`src/rtl/tpb_pkg.sv`:
```
package tpb_pkg;

    // Reason the buffer is flushed in a given cycle, highest priority first.
    typedef enum logic [1:0] {
        FL_NONE      = 2'd0,
        FL_PAGE_DONE = 2'd1,
        FL_SW_CLEAR  = 2'd2,
        FL_EE_ABORT  = 2'd3
    } flush_cause_e;

endpackage

```
`src/rtl/tpb_flush_ctl.sv`:
```
module tpb_flush_ctl
    import tpb_pkg::*;
(
    input  logic         page_done_i,
    input  logic         clear_i,
    input  logic         eeprom_wr_i,
    input  logic         any_loaded_i,
    output flush_cause_e cause_o,
    output logic         flush_o
);

    always_comb begin
        cause_o = FL_NONE;
        if (page_done_i) begin
            cause_o = FL_PAGE_DONE;
        end else if (clear_i) begin
            cause_o = FL_SW_CLEAR;
        end else if (eeprom_wr_i && any_loaded_i) begin
            // An EEPROM write only aborts a load sequence that has begun.
            cause_o = FL_EE_ABORT;
        end
    end

    assign flush_o = (cause_o != FL_NONE);

endmodule

```
`src/rtl/tpb_slot.sv`:
```
module tpb_slot #(
    parameter int WORD_W = 16
) (
    input  logic              clk,
    input  logic              rst_n,
    input  logic              flush_i,
    input  logic              wr_i,
    input  logic [WORD_W-1:0] wr_data_i,
    output logic [WORD_W-1:0] data_o,
    output logic              valid_o
);

    typedef struct packed {
        logic [WORD_W-1:0] data;
        logic              valid;
    } slot_t;

    slot_t st_d, st_q;

    always_comb begin
        st_d = st_q;
        if (flush_i) begin
            st_d.data  = '1;
            st_d.valid = 1'b0;
        end else if (wr_i && !st_q.valid) begin
            st_d.data  = wr_data_i;
            st_d.valid = 1'b1;
        end
    end

    always_ff @(posedge clk or negedge rst_n) begin
        if (!rst_n) begin
            st_q <= '{data: '1, valid: 1'b0};
        end else begin
            st_q <= st_d;
        end
    end

    assign data_o  = st_q.data;
    assign valid_o = st_q.valid;

    // A written word is frozen until the next flush.
    assert_write_once_R3: assert property (@(posedge clk) disable iff (!rst_n)
        (valid_o && !flush_i) |=> (valid_o && $stable(data_o)));

    // A flush leaves the slot empty and erased.
    assert_flush_erased_R1: assert property (@(posedge clk) disable iff (!rst_n)
        flush_i |=> (!valid_o && (data_o == '1)));

    // An empty slot stays untouched without a write.
    assert_idle_hold_R8: assert property (@(posedge clk) disable iff (!rst_n)
        (!valid_o && !wr_i && !flush_i) |=> (!valid_o && $stable(data_o)));

endmodule

```
`src/rtl/tpb_page_buffer.sv`:
```
module tpb_page_buffer
    import tpb_pkg::*;
#(
    parameter int PAGE_WORDS = 32,
    parameter int WORD_W     = 16,
    localparam int IDX_W     = $clog2(PAGE_WORDS),
    localparam int PAGE_W    = PAGE_WORDS * WORD_W
) (
    input  logic              clk,
    input  logic              rst_n,
    input  logic              load_en,
    input  logic [IDX_W-1:0]  load_idx,
    input  logic [WORD_W-1:0] load_data,
    input  logic              page_done,
    input  logic              clear_req,
    input  logic              eeprom_wr,
    output logic [PAGE_W-1:0] page_data,
    output logic [PAGE_WORDS-1:0] word_valid
);

    flush_cause_e cause;
    logic         flush;
    logic         any_loaded;

    assign any_loaded = |word_valid;

    tpb_flush_ctl u_flush (
        .page_done_i  (page_done),
        .clear_i      (clear_req),
        .eeprom_wr_i  (eeprom_wr),
        .any_loaded_i (any_loaded),
        .cause_o      (cause),
        .flush_o      (flush)
    );

    for (genvar i = 0; i < PAGE_WORDS; i++) begin : g_slot
        logic sel;
        assign sel = load_en && (load_idx == IDX_W'(i));

        tpb_slot #(.WORD_W(WORD_W)) u_slot (
            .clk       (clk),
            .rst_n     (rst_n),
            .flush_i   (flush),
            .wr_i      (sel),
            .wr_data_i (load_data),
            .data_o    (page_data[i*WORD_W +: WORD_W]),
            .valid_o   (word_valid[i])
        );
    end

    assert_page_done_clears_R4: assert property (@(posedge clk) disable iff (!rst_n)
        page_done |=> (word_valid == '0));

    assert_sw_clear_R5: assert property (@(posedge clk) disable iff (!rst_n)
        clear_req |=> (word_valid == '0));

    assert_ee_abort_R6: assert property (@(posedge clk) disable iff (!rst_n)
        (eeprom_wr && (word_valid != '0)) |=> (word_valid == '0));

    assert_load_sets_flag_R2: assert property (@(posedge clk) disable iff (!rst_n)
        (load_en && !page_done && !clear_req && !(eeprom_wr && (word_valid != '0)))
            |=> word_valid[$past(load_idx)]);

    assert_single_flag_rise_R8: assert property (@(posedge clk) disable iff (!rst_n)
        !load_en |=> ($countones(word_valid & ~$past(word_valid)) == 0));

endmodule

```
`config.mk`:
```
export PLATFORM = sky130hd
export DESIGN_NAME = tpb_page_buffer
export DESIGN_NICKNAME = d
export VERILOG_FILES = /design/src/rtl/tpb_pkg.sv /design/src/rtl/tpb_flush_ctl.sv /design/src/rtl/tpb_slot.sv /design/src/rtl/tpb_page_buffer.sv
export SDC_FILE = /design/constraint.sdc
export NUM_CORES = 1
export LEC_CHECK = 0
export BUFFER_PORTS_ARGS = -buffer_cell sky130_fd_sc_hd__buf_2
export CAP_MARGIN = 0
export CELL_PAD_IN_SITES_DETAIL_PLACEMENT = 1
export CELL_PAD_IN_SITES_GLOBAL_PLACEMENT = 2
export CORE_MARGIN = 2
export CORE_UTILIZATION = 35
export CTS_CLUSTER_SIZE = 20
export DETAILED_ROUTE_END_ITERATION = 10
export PLACE_DENSITY_LB_ADDON = 0.1
export SLEW_MARGIN = 10
export SYNTH_ARGS = -nofsm -noshare
export SYNTH_HDL_FRONTEND = slang
export SYNTH_SLANG_ARGS = --single-unit
```
`constraint.sdc`:
```
create_clock -name clk -period 2.4 [get_ports clk]
set_clock_uncertainty 0.15 [all_clocks]
set_input_delay 0.36 -clock clk [delete_from_list [all_inputs] [get_ports clk]]
set_output_delay 0.36 -clock clk [all_outputs]
set_load 0.02 [all_outputs]
```
; Word level (Yosys, flattened, before mapping)
; Cells that the tools add are included.
[word_totals]
regBits = 544
inputBits = 27
wordCells = 294
[op_classes]
eq_ne = 31
mux = 67
n_reduce_logical = 132
[op_table]
columns = operator, count
row1 = 17-bit two-way mux, 64
row2 = 5-bit equality test (second input constant), 16
row3 = 2-bit nonzero test, 33
row4 = 1-bit logical AND, 65
row5 = 5-bit by 4-bit equality test with 1-bit output (second input constant), 8
row6 = 1-bit logical NOT, 32
row7 = 32-bit OR reduction, 1
row8 = 5-bit by 3-bit equality test with 1-bit output (second input constant), 4
row9 = 5-bit by 2-bit equality test with 1-bit output (second input constant), 2
row10 = 2-bit two-way mux, 3
row11 = 5-bit by 1-bit equality test with 1-bit output (second input constant), 1
row12 = 5-bit logical NOT, 1

; Depth between registers and ports, before layout
; Gate-level depths: netlist (run 1).
[logic_depth]
word_depth = 7
mapped_depth = 8

; Cells and area by module
; Synthesis (run 1) repeated with hierarchy kept, for this count alone.
[hier_totals]
cells_unflattened = 2435
area_unflattened_um2 = 25872.3
[by_module_without_submodules]
columns = mod, n_inst, cells_each, area_per_inst_um2, seq_area_each_um2
row1 = tpb_slot, 32, 74, 798.3, 445.4
row2 = tpb_page_buffer, 1, 62, 297.8, 0.0
row3 = tpb_flush_ctl, 1, 5, 30.0, 0.0

; Least setup slack after synthesis (run 1)
; Ideal clock, no wire load.
[synth_timing]
path_type = input to register
startpoint = in load_idx[4]
endpoint = reg g_slot[9].u_slot.st_q (netlist bit g_slot[9].u_slot.data_o[10])
setup_ns = 0.097
arrival_ns = 1.879
required_ns = 2.153
slack_ns = 0.274
stages = 8
n_path_buf = 4
cell_sequence = or2_2 > clkbuf_1 > buf_2 > or3_1 > buf_2 > buf_2 > mux2i_1 > nand3_1
[synth_between]
elab_chain_cells = 4
[synth_rtl]
columns = item, line
row1 = "start, declared", tpb_page_buffer.sv:12  ; input logic [IDX_W-1:0] load_idx,
row2 = 5-bit by 4-bit equality test with 1-bit output, tpb_page_buffer.sv:38  ; assign sel = load_en && (load_idx == IDX_W'(i));
row3 = 1-bit logical AND, tpb_page_buffer.sv:38
row4 = 1-bit logical AND, tpb_slot.sv:25  ; end else if (wr_i && !st_q.valid) begin
row5 = 2-bit nonzero test (no line), n/a
row6 = "end signal, assigned", tpb_slot.sv:33  ; st_q <= '{data: '1, valid: 1'b0};
row7 = "end signal, assigned", tpb_slot.sv:35  ; st_q <= st_d;
row8 = "end, declared", tpb_slot.sv:18  ; slot_t st_d, st_q;
; Every way passes these cells.
; A chain may end at the register's enable or synchronous reset.

; Worst setup path after layout (run 1)
[layout_timing]
startpoint = reg g_slot[27].u_slot.st_q (netlist bit g_slot[27].u_slot.valid_o)
endpoint = reg g_slot[7].u_slot.st_q (netlist bit g_slot[7].u_slot.data_o[7])
[layout_between]
elab_chain_cells = 7
elab_cells_between_ends = 8
classes_between = mux (4) / reduce/logical (4)
[layout_rtl]
columns = item, line
row1 = "start, declared", tpb_slot.sv:18
row2 = "start signal, assigned", tpb_slot.sv:33
row3 = "start signal, assigned", tpb_slot.sv:35
row4 = 32-bit OR reduction (*), tpb_page_buffer.sv:25  ; assign any_loaded = |word_valid;
row5 = 1-bit logical AND (*), tpb_flush_ctl.sv:18  ; end else if (eeprom_wr_i && any_loaded_i) begin
row6 = 2-bit two-way mux (*), tpb_flush_ctl.sv:18
row7 = 2-bit two-way mux (*), tpb_flush_ctl.sv:16  ; end else if (clear_i) begin
row8 = 2-bit two-way mux (*), tpb_flush_ctl.sv:14  ; if (page_done_i) begin
row9 = 2-bit nonzero test (*), tpb_flush_ctl.sv:24  ; assign flush_o = (cause_o != FL_NONE);
row10 = 17-bit two-way mux / 2-bit nonzero test (equally long branches), n/a
row11 = "end signal, assigned", tpb_slot.sv:33
row12 = "end signal, assigned", tpb_slot.sv:35
row13 = "end, declared", tpb_slot.sv:18
; Every way passes the cells marked *; elsewhere a longest branch is shown, timed or not.

==> impl_metrics.tcl, run 1 <==
set metrics [dict create \
    slew_violations 0 \
    gp_congestion 0.804 \
    cts_buffers 66 \
    cp_top_family "simple AND/OR/NAND/NOR gates" \
    hpwlAfterDp_um 60500 \
    min_period_ns 2.26 \
    dpl_cell_area_um2 28100 \
    fin_util_pct 44.9 \
    slowest_delay_ns 0.43 \
    clkTransAtPathRegs_ns 0.06 \
    wl_per_cell_um 27.7 \
    cts_num_sinks 544 \
    rr_worst_depth 7 \
    maxCapViolCount 0 \
    grt_pass1_vias 18938 \
    synthFlopType "dfstp_2" \
    cts_max_level 3 \
    synth_area_um2 23900 \
    reg2reg_slack_ns 0.14 \
    synth_cell_types 22 \
    syn-num-nets 2018 \
    synthTopCellsByCount "dfstp_2 (512), mux2i_1 (512), nand3_1 (512)" \
    path_cells "nor4_4 > buf_4 > nand4_1 > o21ai_4 > buf_12 > buf_12 > nand3_1" \
    required_ns 2.74 \
    setup_ws_ns 0.136 \
    vdd_drop_max_v 0.000387 \
    grt_pass1_wl_um 137000 \
    max_freq_mhz 442 \
    drive_gt1_share_pct 51.6 \
    firstDrtPassIters 5 \
    grt_setup_unrepaired "yes" \
    p_per_area_nw_per_um2 668 \
    synth_xor_area_share_pct 0 \
    syn_avg_cell_area_um2 12.0 \
    die_area_um2 70500 \
    overflow 0 \
    die-height_um 266 \
    core_area_um2 67400 \
    worstMarginPinSlew_ns 0.746 \
    area_growth_pct 26.4 \
    fin_area_um2 30300 \
    synth_compound_area_share_pct 0.721 \
    place_ws_ns -0.0701 \
    fp.dieW_um 266 \
    whs_ns 0.0879 \
    initial_core_util_pct 35.5 \
    muxShareOfSynthArea_pct 21.4 \
    async_flop_share_pct 100 \
    cts_tree "done" \
    dp.cells 3281 \
    final_hold_viol_count 0 \
    holdPathStages 4 \
    hp-start "page_done" \
    boundaryPins 571 \
    critPathKind "reg2reg" \
    fp-row-count 95 \
    stdcell_count 3395 \
    drt_iter0_markers 1101 \
    leakage_nw 14.8 \
    clockRootBuffer "clkbuf_16" \
    synth-simple-area-share_pct 13.2 \
    syn_inst 1991 \
    path_max_fanout 47 \
    grt_usage_pct 26.0 \
    worstHoldEndpoint "g_slot[5].u_slot.data_o[1]" \
    grt_max_degree 88 \
    yosysWarningCount 0 \
    antenna_found_initial 3 \
    rr_endpoint "g_slot[7].u_slot.data_o[7]" \
    ys_seq_area_share_pct 59.5 \
    max_slew_margin_pct 50.3 \
    outcome "completed" \
    route.detailed.drc 0 \
    finalWirelength_um 93900 \
    reg2reg_from "g_slot[27].u_slot.valid_o" \
    synth_top_family_by_area "multiplexers" \
    synthAdderAreaFrac_pct 0 \
    fillers 7148 \
    critPathCaptureType "flop" \
    synth_top_area_share_pct 56.2 \
    cp_common_cell "buf_12" \
    finalCritPeriodShare_pct 94.4 \
    cpMaxStageDelayCell "dfrtp_2" \
    finalSetupViolations 0 \
    via_per_inst 5.36 \
    ys_ff_latch 544 \
    synth_edf_count 0 \
    cp-start-kind "flop" \
    holdCritPathClass "in2reg" \
    portBuffers 570 \
    crit_buf_inv 3 \
    cts_buffer_depth 3 \
    yosysTopAreaCell "dfstp_2" \
    insertion_delay_ns 0.59 \
    nets 2506 \
    ant_nets 0 \
    via_count 18203 \
    yosys-top-cells-area "dfstp_2 (56%), mux2i_1 (21%), nand3_1 (11%)" \
    arrival_ns 2.60 \
]
how the worst max path moves through the flow:
stage	startpoint	to	slack (ns)	cells after the start
after floorplan	load_idx[4]	g_slot[9].u_slot.data_o[10]	0.27	8
after global placement	g_slot[0].u_slot.valid_o	g_slot[29].u_slot.data_o[5]	0.02	7
after detailed placement	g_slot[0].u_slot.valid_o	g_slot[29].u_slot.data_o[8]	-0.07	7
after CTS	g_slot[27].u_slot.valid_o	g_slot[29].u_slot.data_o[8]	0.01	7
after global routing	g_slot[27].u_slot.valid_o	g_slot[15].u_slot.data_o[11]	-0.04	7
final	g_slot[27].u_slot.valid_o	g_slot[7].u_slot.data_o[7]	0.14	7
timing repair:
item                                    CTS  global route
resized for setup                         1             8
pin swaps                                 0             1
hold endpoints to repair                 38             0
endpoints found under the setup margin  324           435
setup buffers                             0             1
hold buffers                              1             0
cloned                                    0             1
registers in the layout, indices dropped and copies added (netlist names):
signal,cells
g_slot.u_slot.data_o,512
g_slot.u_slot.valid_o,32
stage by stage:
stage | power (mW) | TNS (ns)
floorplan | 10.0 | 0
global placement | 10.8 | 0
detailed placement | 10.8 | -2.77
CTS | 20.5 | 0
global route | 20.9 | -0.934
finish | 20.2 | 0
layer usage:
layer  GRT usage [%]  part of all wire, %
met1            34.2                   43
met2            42.7                   49
met3            6.18                  5.8
met4            7.41                  2.4
met5               0                0.031
area by class of cell:
cell class                 instances  area, µm²  share of cell area [%]
sequential                       544      14300                    47.1
multi-input combinational       1177       8500                    28.1
timing repair buffer             690       4380                    14.5
clock buffer                      99       1960                    6.48
tap                              873       1090                    3.61
clock inverter                    11       62.6                   0.207
antenna                            1       2.50                 0.00827
layout by cell type, fill, tap and decap left out:
master / instances
buf_12: 45
o21a_1: 1
buf_16: 1
dfrtp_2: 2
nand2_1: 1
dlygate4sd3_1: 1
buf_4: 69
o21ai_4: 1
clkinv_2: 9
nor4_1: 7
or3_1: 32
buf_2: 569
dfstp_2: 512
or2_2: 1
nor2_1: 64
diode_2: 1
buf_8: 1
nor2_4: 1
nand3_2: 1
buf_6: 3
o21ai_0: 32
clkbuf_8: 12
or4b_1: 1
clkbuf_16: 70
nand4b_1: 3
nand4_1: 3
mux2i_1: 512
dfrtp_1: 30
nand4bb_1: 3
clkbuf_1: 18
nand3_1: 511
nor4_4: 1
inv_6: 2
nand2b_1: 2
kinds of logic (layout without fill, tap and decap cells):
| logic type | count (synthesis) | in the layout |
|---|---|---|
| simple gates | 631 | 631 |
| buf+inv | 270 | 800 |
| compound gates | 34 | 34 |
| other cells | 0 | 1 |
| flops | 544 | 544 |
| mux | 512 | 512 |
report_power, final:
part | switching [mW] | internal [mW] | total [mW] | leakage, nW
Combinational | 1.05 | 0.369 | 1.42 | 8.01
Sequential | 0.0159 | 9.26 | 9.28 | 5.83
Clock | 3.91 | 5.61 | 9.52 | 1.00
worst register-to-register path: cells and delay by family, from the launching register on:
family	cells	cell delay [ns]
compound gates	1	0.28
buf+inv	3	0.64
flops	1	0.43
simple gates	3	0.66
No activity file was read; power rests on OpenSTA's default activity.
==> run 2: changes to the inputs <==
Settings changed: CORE_ASPECT_RATIO set to 1.75.
==> run 2 against run 1 <==
Sequential power about the same; clock power decreased by 7.5%; global-route usage increased by 1.1 points; wire length increased by 3.0%; design area about the same; sequential share of layout area about the same; maximum frequency increased by 3.2%; die area increased by 0.12%; non-clock buffer count increased by 15; total power decreased by 3.5%; flip-flop and latch count unchanged; critical endpoint is now g_slot[24].u_slot.data_o[12]; largest cell class unchanged.
==> impl_metrics.tcl, run 2 (synthesis results as in run 1) <==
set metrics [dict create \
    outcome "completed" \
    dp.cells 3321 \
    cp-start-kind "flop" \
    firstDrtPassIters 4 \
    overflow 0 \
    worstMarginPinSlew_ns 0.682 \
    diodes 0 \
    nets 2508 \
    max_freq_mhz 456 \
    finalWirelength_um 96800 \
    crit_buf_inv 2 \
    whs_ns 0.0641 \
    cts_buffers 53 \
    final_cell_mix "buf_2 (569), nand3_1 (512), mux2i_1 (512), dfstp_2 (512), buf_4 (78)" \
    insertion_delay_ns 0.62 \
    drt_iter0_markers 929 \
    post_cts.repair.setup_buffers 0 \
    antenna_found_initial 0 \
    boundaryPins 571 \
    drive_gt1_share_pct 51.8 \
    layout_commonest_cell "buf_2" \
    cp_top_family "simple AND/OR/NAND/NOR gates" \
    largest_reg_flops 512 \
    grt_pass1_vias 19720 \
    critPathCaptureType "flop" \
    die-height_um 350 \
    slew_violations 0 \
    grt_usage_pct 27.1 \
    cts_max_level 2 \
    power_mw 19.5 \
    max_slew_margin_pct 54.5 \
    grt_pass1_wl_um 141000 \
    fillers 7258 \
    fin_util_pct 44.7 \
    fin_area_um2 30200 \
    ant_nets 0 \
    grt_setup_unrepaired "no" \
    cts.repair.resized 0 \
    wl_per_cell_um 28.3 \
    clkTransAtPathRegs_ns 0.07 \
    final_hold_viol_count 0 \
    maxCapViolCount 0 \
    grt_max_degree 122 \
    initial_core_util_pct 35.4 \
    finalCritPeriodShare_pct 91.4 \
    p_per_area_nw_per_um2 645 \
    die_area_um2 70600 \
    fp-row-count 126 \
    core_area_um2 67600 \
    place_ws_ns 0.0210 \
    area_growth_pct 26.3 \
    fp.dieW_um 202 \
    min_period_ns 2.19 \
    via_count 18274 \
    arrival_ns 2.57 \
    vdd_drop_max_v 0.000532 \
    portBuffers 570 \
    via_per_inst 5.35 \
    path_max_fanout 24 \
    path_cells "nor4_1 > nand4_1 > o21ai_4 > buf_12 > buf_4 > nand3_1" \
    cts_tree "done" \
    cts_num_sinks 544 \
    gp_congestion 0.789 \
    hold_buffers 1 \
    setup_ws_ns 0.206 \
    finalSetupViolations 0 \
    route.detailed.drc 0 \
    leakage_nw 14.8 \
    required_ns 2.77 \
    cts_buffer_depth 3 \
    slowest_delay_ns 0.42 \
    stdcell_count 3417 \
    cpMaxStageDelayCell "dfrtp_1" \
    holdCritPathClass "in2reg" \
    hpwlAfterDp_um 64700 \
    setup_tns_ns 0 \
    clockRootBuffer "clkbuf_16" \
    dpl_cell_area_um2 28400 \
    critPathKind "reg2reg" \
]
run 2: final timing paths:
check / slack (ns) / endpoint / cells past startpoint / startpoint
max in group asynchronous: 1.02 / g_slot[30].u_slot.data_o[7] / 3 / rst_n
max: 0.21 / g_slot[24].u_slot.data_o[12] / 6 / g_slot[18].u_slot.valid_o
min: 0.06 / g_slot[25].u_slot.data_o[14] / 4 / clear_req
min in group asynchronous: 0.39 / g_slot[11].u_slot.data_o[0] / 2 / rst_n
max reg2reg: 0.21 / g_slot[24].u_slot.data_o[12] / 6 / g_slot[18].u_slot.valid_o
min reg2reg: 0.43 / g_slot[21].u_slot.data_o[6] / 2 / g_slot[21].u_slot.data_o[6]
run 2: metal layers:
layer | wire (µm) | track usage (%) | up-vias
li1 | - | - | 7925
met1 | 39700 | 33.3 | 9540
met2 | 46100 | 44.9 | 647
met3 | 7090 | 7.82 | 162
met4 | 3820 | 10.4 | 0
met5 | 0 | 0 | -
run 2: final cells by class:
cell class | instances | area [µm²] | area share [%]
clock buffer | 73 | 1540 | 5.11
clock inverter | 22 | 253 | 0.836
multi-input combinational | 1177 | 8480 | 28.1
sequential | 544 | 14300 | 47.1
tap | 896 | 1120 | 3.71
timing repair buffer | 705 | 4580 | 15.1
run 2: worst min-delay path, cell delays in order:
cell and delay [ns]:
buf_2 0.11, nor2_4 0.08, buf_12 0.16, nand3_1 0.08
run 2: power breakdown:
part           leakage, nW  internal [mW]  switching [mW]
logic                 8.13          0.377            1.05
clock network        0.882           5.03            3.78
registers             5.83           9.26          0.0174
==> run 3: changes to the inputs <==
Settings changed: CORE_UTILIZATION 35 to 38, MAX_ROUTING_LAYER set to met4.
Clock period 2.4 ns to 2.6 ns, I/O delays scaled along.
==> run 3 against run 2 <==
Clock-buffer cell count up 7; flip-flop and latch count is the same; first-iteration DRC count decreased by 4.4%; sequential power decreased by 7.7%; setup slack worse by 0.034 ns; worst hold slack gained 0.013 ns.
==> impl_metrics.tcl, run 3 (synthesis results as in run 1) <==
set metrics [dict create \
    outcome "completed" \
    grtUsageMet1_pct 35.7 \
    gp_congestion 0.808 \
    hpwlAfterDp_um 63200 \
    portBuffers 570 \
    clockRootBuffer "clkbuf_16" \
    fp-row-count 121 \
    nets 2500 \
    fin_util_pct 48.1 \
    arrival_ns 2.80 \
    crit_buf_inv 3 \
    place_ws_ns 0.138 \
    leakage_nw 14.7 \
    cp_top_family "buffers and inverters" \
    grt_busiest_layer "met2" \
    pwr-share-clk_pct 45.6 \
    power_mw 18.1 \
    grt_setup_unrepaired "no" \
    grt_pass1_wl_um 140000 \
    diodes 0 \
    drive_gt1_share_pct 51.4 \
    fp.dieW_um 194 \
    min_period_ns 2.43 \
    drt_iter0_markers 888 \
    slowest_delay_ns 0.43 \
    path_max_fanout 41 \
    critPathCaptureType "flop" \
    cts_buffer_depth 3 \
    clkTransAtPathRegs_ns 0.06 \
    firstDrtPassIters 5 \
    area_growth_pct 25.0 \
    boundaryPins 571 \
    finalCritPeriodShare_pct 93.4 \
    required_ns 2.97 \
    gr-usage-met3_pct 8.15 \
    cp_common_cell "buf_4" \
    insertion_delay_ns 0.62 \
    cts_num_sinks 544 \
    critPathKind "reg2reg" \
    core_area_um2 62200 \
    finalSetupViolations 0 \
    cp-start-kind "flop" \
    cts_max_level 2 \
    vdd_drop_max_v 0.000650 \
    initial_core_util_pct 38.5 \
    via_per_inst 5.55 \
    finalWirelength_um 95300 \
    cpMaxStageDelayCell "nor4_1" \
    layout_commonest_cell "buf_2" \
    p_per_area_nw_per_um2 605 \
    setup_ws_ns 0.172 \
    grt_max_degree 98 \
    slew_violations 0 \
    wl_per_cell_um 28.8 \
    final_cell_mix "buf_2 (569), nand3_1 (512), mux2i_1 (512), dfstp_2 (512), buf_4 (84)" \
    via_count 18377 \
    path_cells "nor4_1 > buf_4 > nand4_1 > o21ai_4 > buf_12 > buf_4 > nand3_1" \
    die_area_um2 65100 \
    p_comb_share_pct 7.1 \
    maxCapViolCount 0 \
    final_hold_viol_count 0 \
    route.detailed.drc 0 \
    max_freq_mhz 412 \
    switchingPower_mw 4.43 \
    pwr-share-seq_pct 47.3 \
    grt_pass1_vias 19915 \
    grt_usage_pct 29.9 \
    ant_nets 0 \
    largest_reg_flops 512 \
    cellInternalPower_mw 13.7 \
    setup_tns_ns 0 \
    met2_usage_pct 47.4 \
    overflow 0 \
    swShare_pct 24.5 \
    worstMarginPinSlew_ns 0.837 \
    antenna_found_initial 1 \
    die-height_um 336 \
    holdCritPathClass "in2reg" \
    cts_tree "done" \
    cts_buffers 52 \
    max_slew_margin_pct 44.2 \
]
[run 3: final timing paths]
check | startpoint | endpoint | slack [ns] | depth (start not counted)
max | g_slot[3].u_slot.valid_o | g_slot[23].u_slot.data_o[9] | 0.17 | 7
min | page_done | g_slot[23].u_slot.data_o[15] | 0.08 | 4
max reg2reg | g_slot[3].u_slot.valid_o | g_slot[23].u_slot.data_o[9] | 0.17 | 7
min reg2reg | g_slot[28].u_slot.data_o[10] | g_slot[28].u_slot.data_o[10] | 0.43 | 2
max in group asynchronous | rst_n | g_slot[11].u_slot.data_o[2] | 1.14 | 3
min in group asynchronous | rst_n | g_slot[8].u_slot.valid_o | 0.29 | 2
[run 3: layout make-up]
class                      instances  area (µm²)
multi-input combinational       1177        8480
timing repair buffer             698        4360
fill                            6656       32300
tap                              799        1000
clock inverter                    16         267
sequential                       544       14300
clock buffer                      80        1550
[run 3: worst register-to-register path, cell delays in order, from the launching register on]
cell	delay (ns)
dfrtp_1	0.42
nor4_1	0.43
buf_4	0.19
nand4_1	0.15
o21ai_4	0.26
buf_12	0.26
buf_4	0.36
nand3_1	0.12
[run 3: repair_timing]
item | CTS | global route
gates resized for setup | 0 | 0
hold buffers | 1 | 0
buffers inserted | 0 | 0
hold endpoints to repair | 3 | 0
[run 3: power by group through the flow]
stage | logic (mW) | registers [mW] | clock network (mW)
2_1_floorplan | 0.523 | 8.71 | 0
3_3_place_gp | 1.28 | 8.68 | 0
3_5_place_dp | 1.30 | 8.68 | 0
4_1_cts | 1.30 | 8.56 | 8.47
5_1_grt | 1.37 | 8.56 | 8.75
6_report | 1.29 | 8.56 | 8.24
[run 3: layer usage]
| metal | vias to the layer above | wire (µm) |
|---|---|---|
| li1 | 7917 | - |
| met1 | 9557 | 38100 |
| met2 | 724 | 45400 |
| met3 | 179 | 7320 |
| met4 | 0 | 4490 |
| met5 | - | 0 |
[run 3: per-stage QoR]
stage          instance area (µm²)  hold slack, ns  instances
6_report                     29900          0.0767       3314
5_1_grt                      29900          0.0640       3314
2_1_floorplan                23900         -0.0556       1991
4_1_cts                      29900          0.0319       3314
3_5_place_dp                 28100           0.348       3217
3_3_place_gp                 28100           0.346       3217
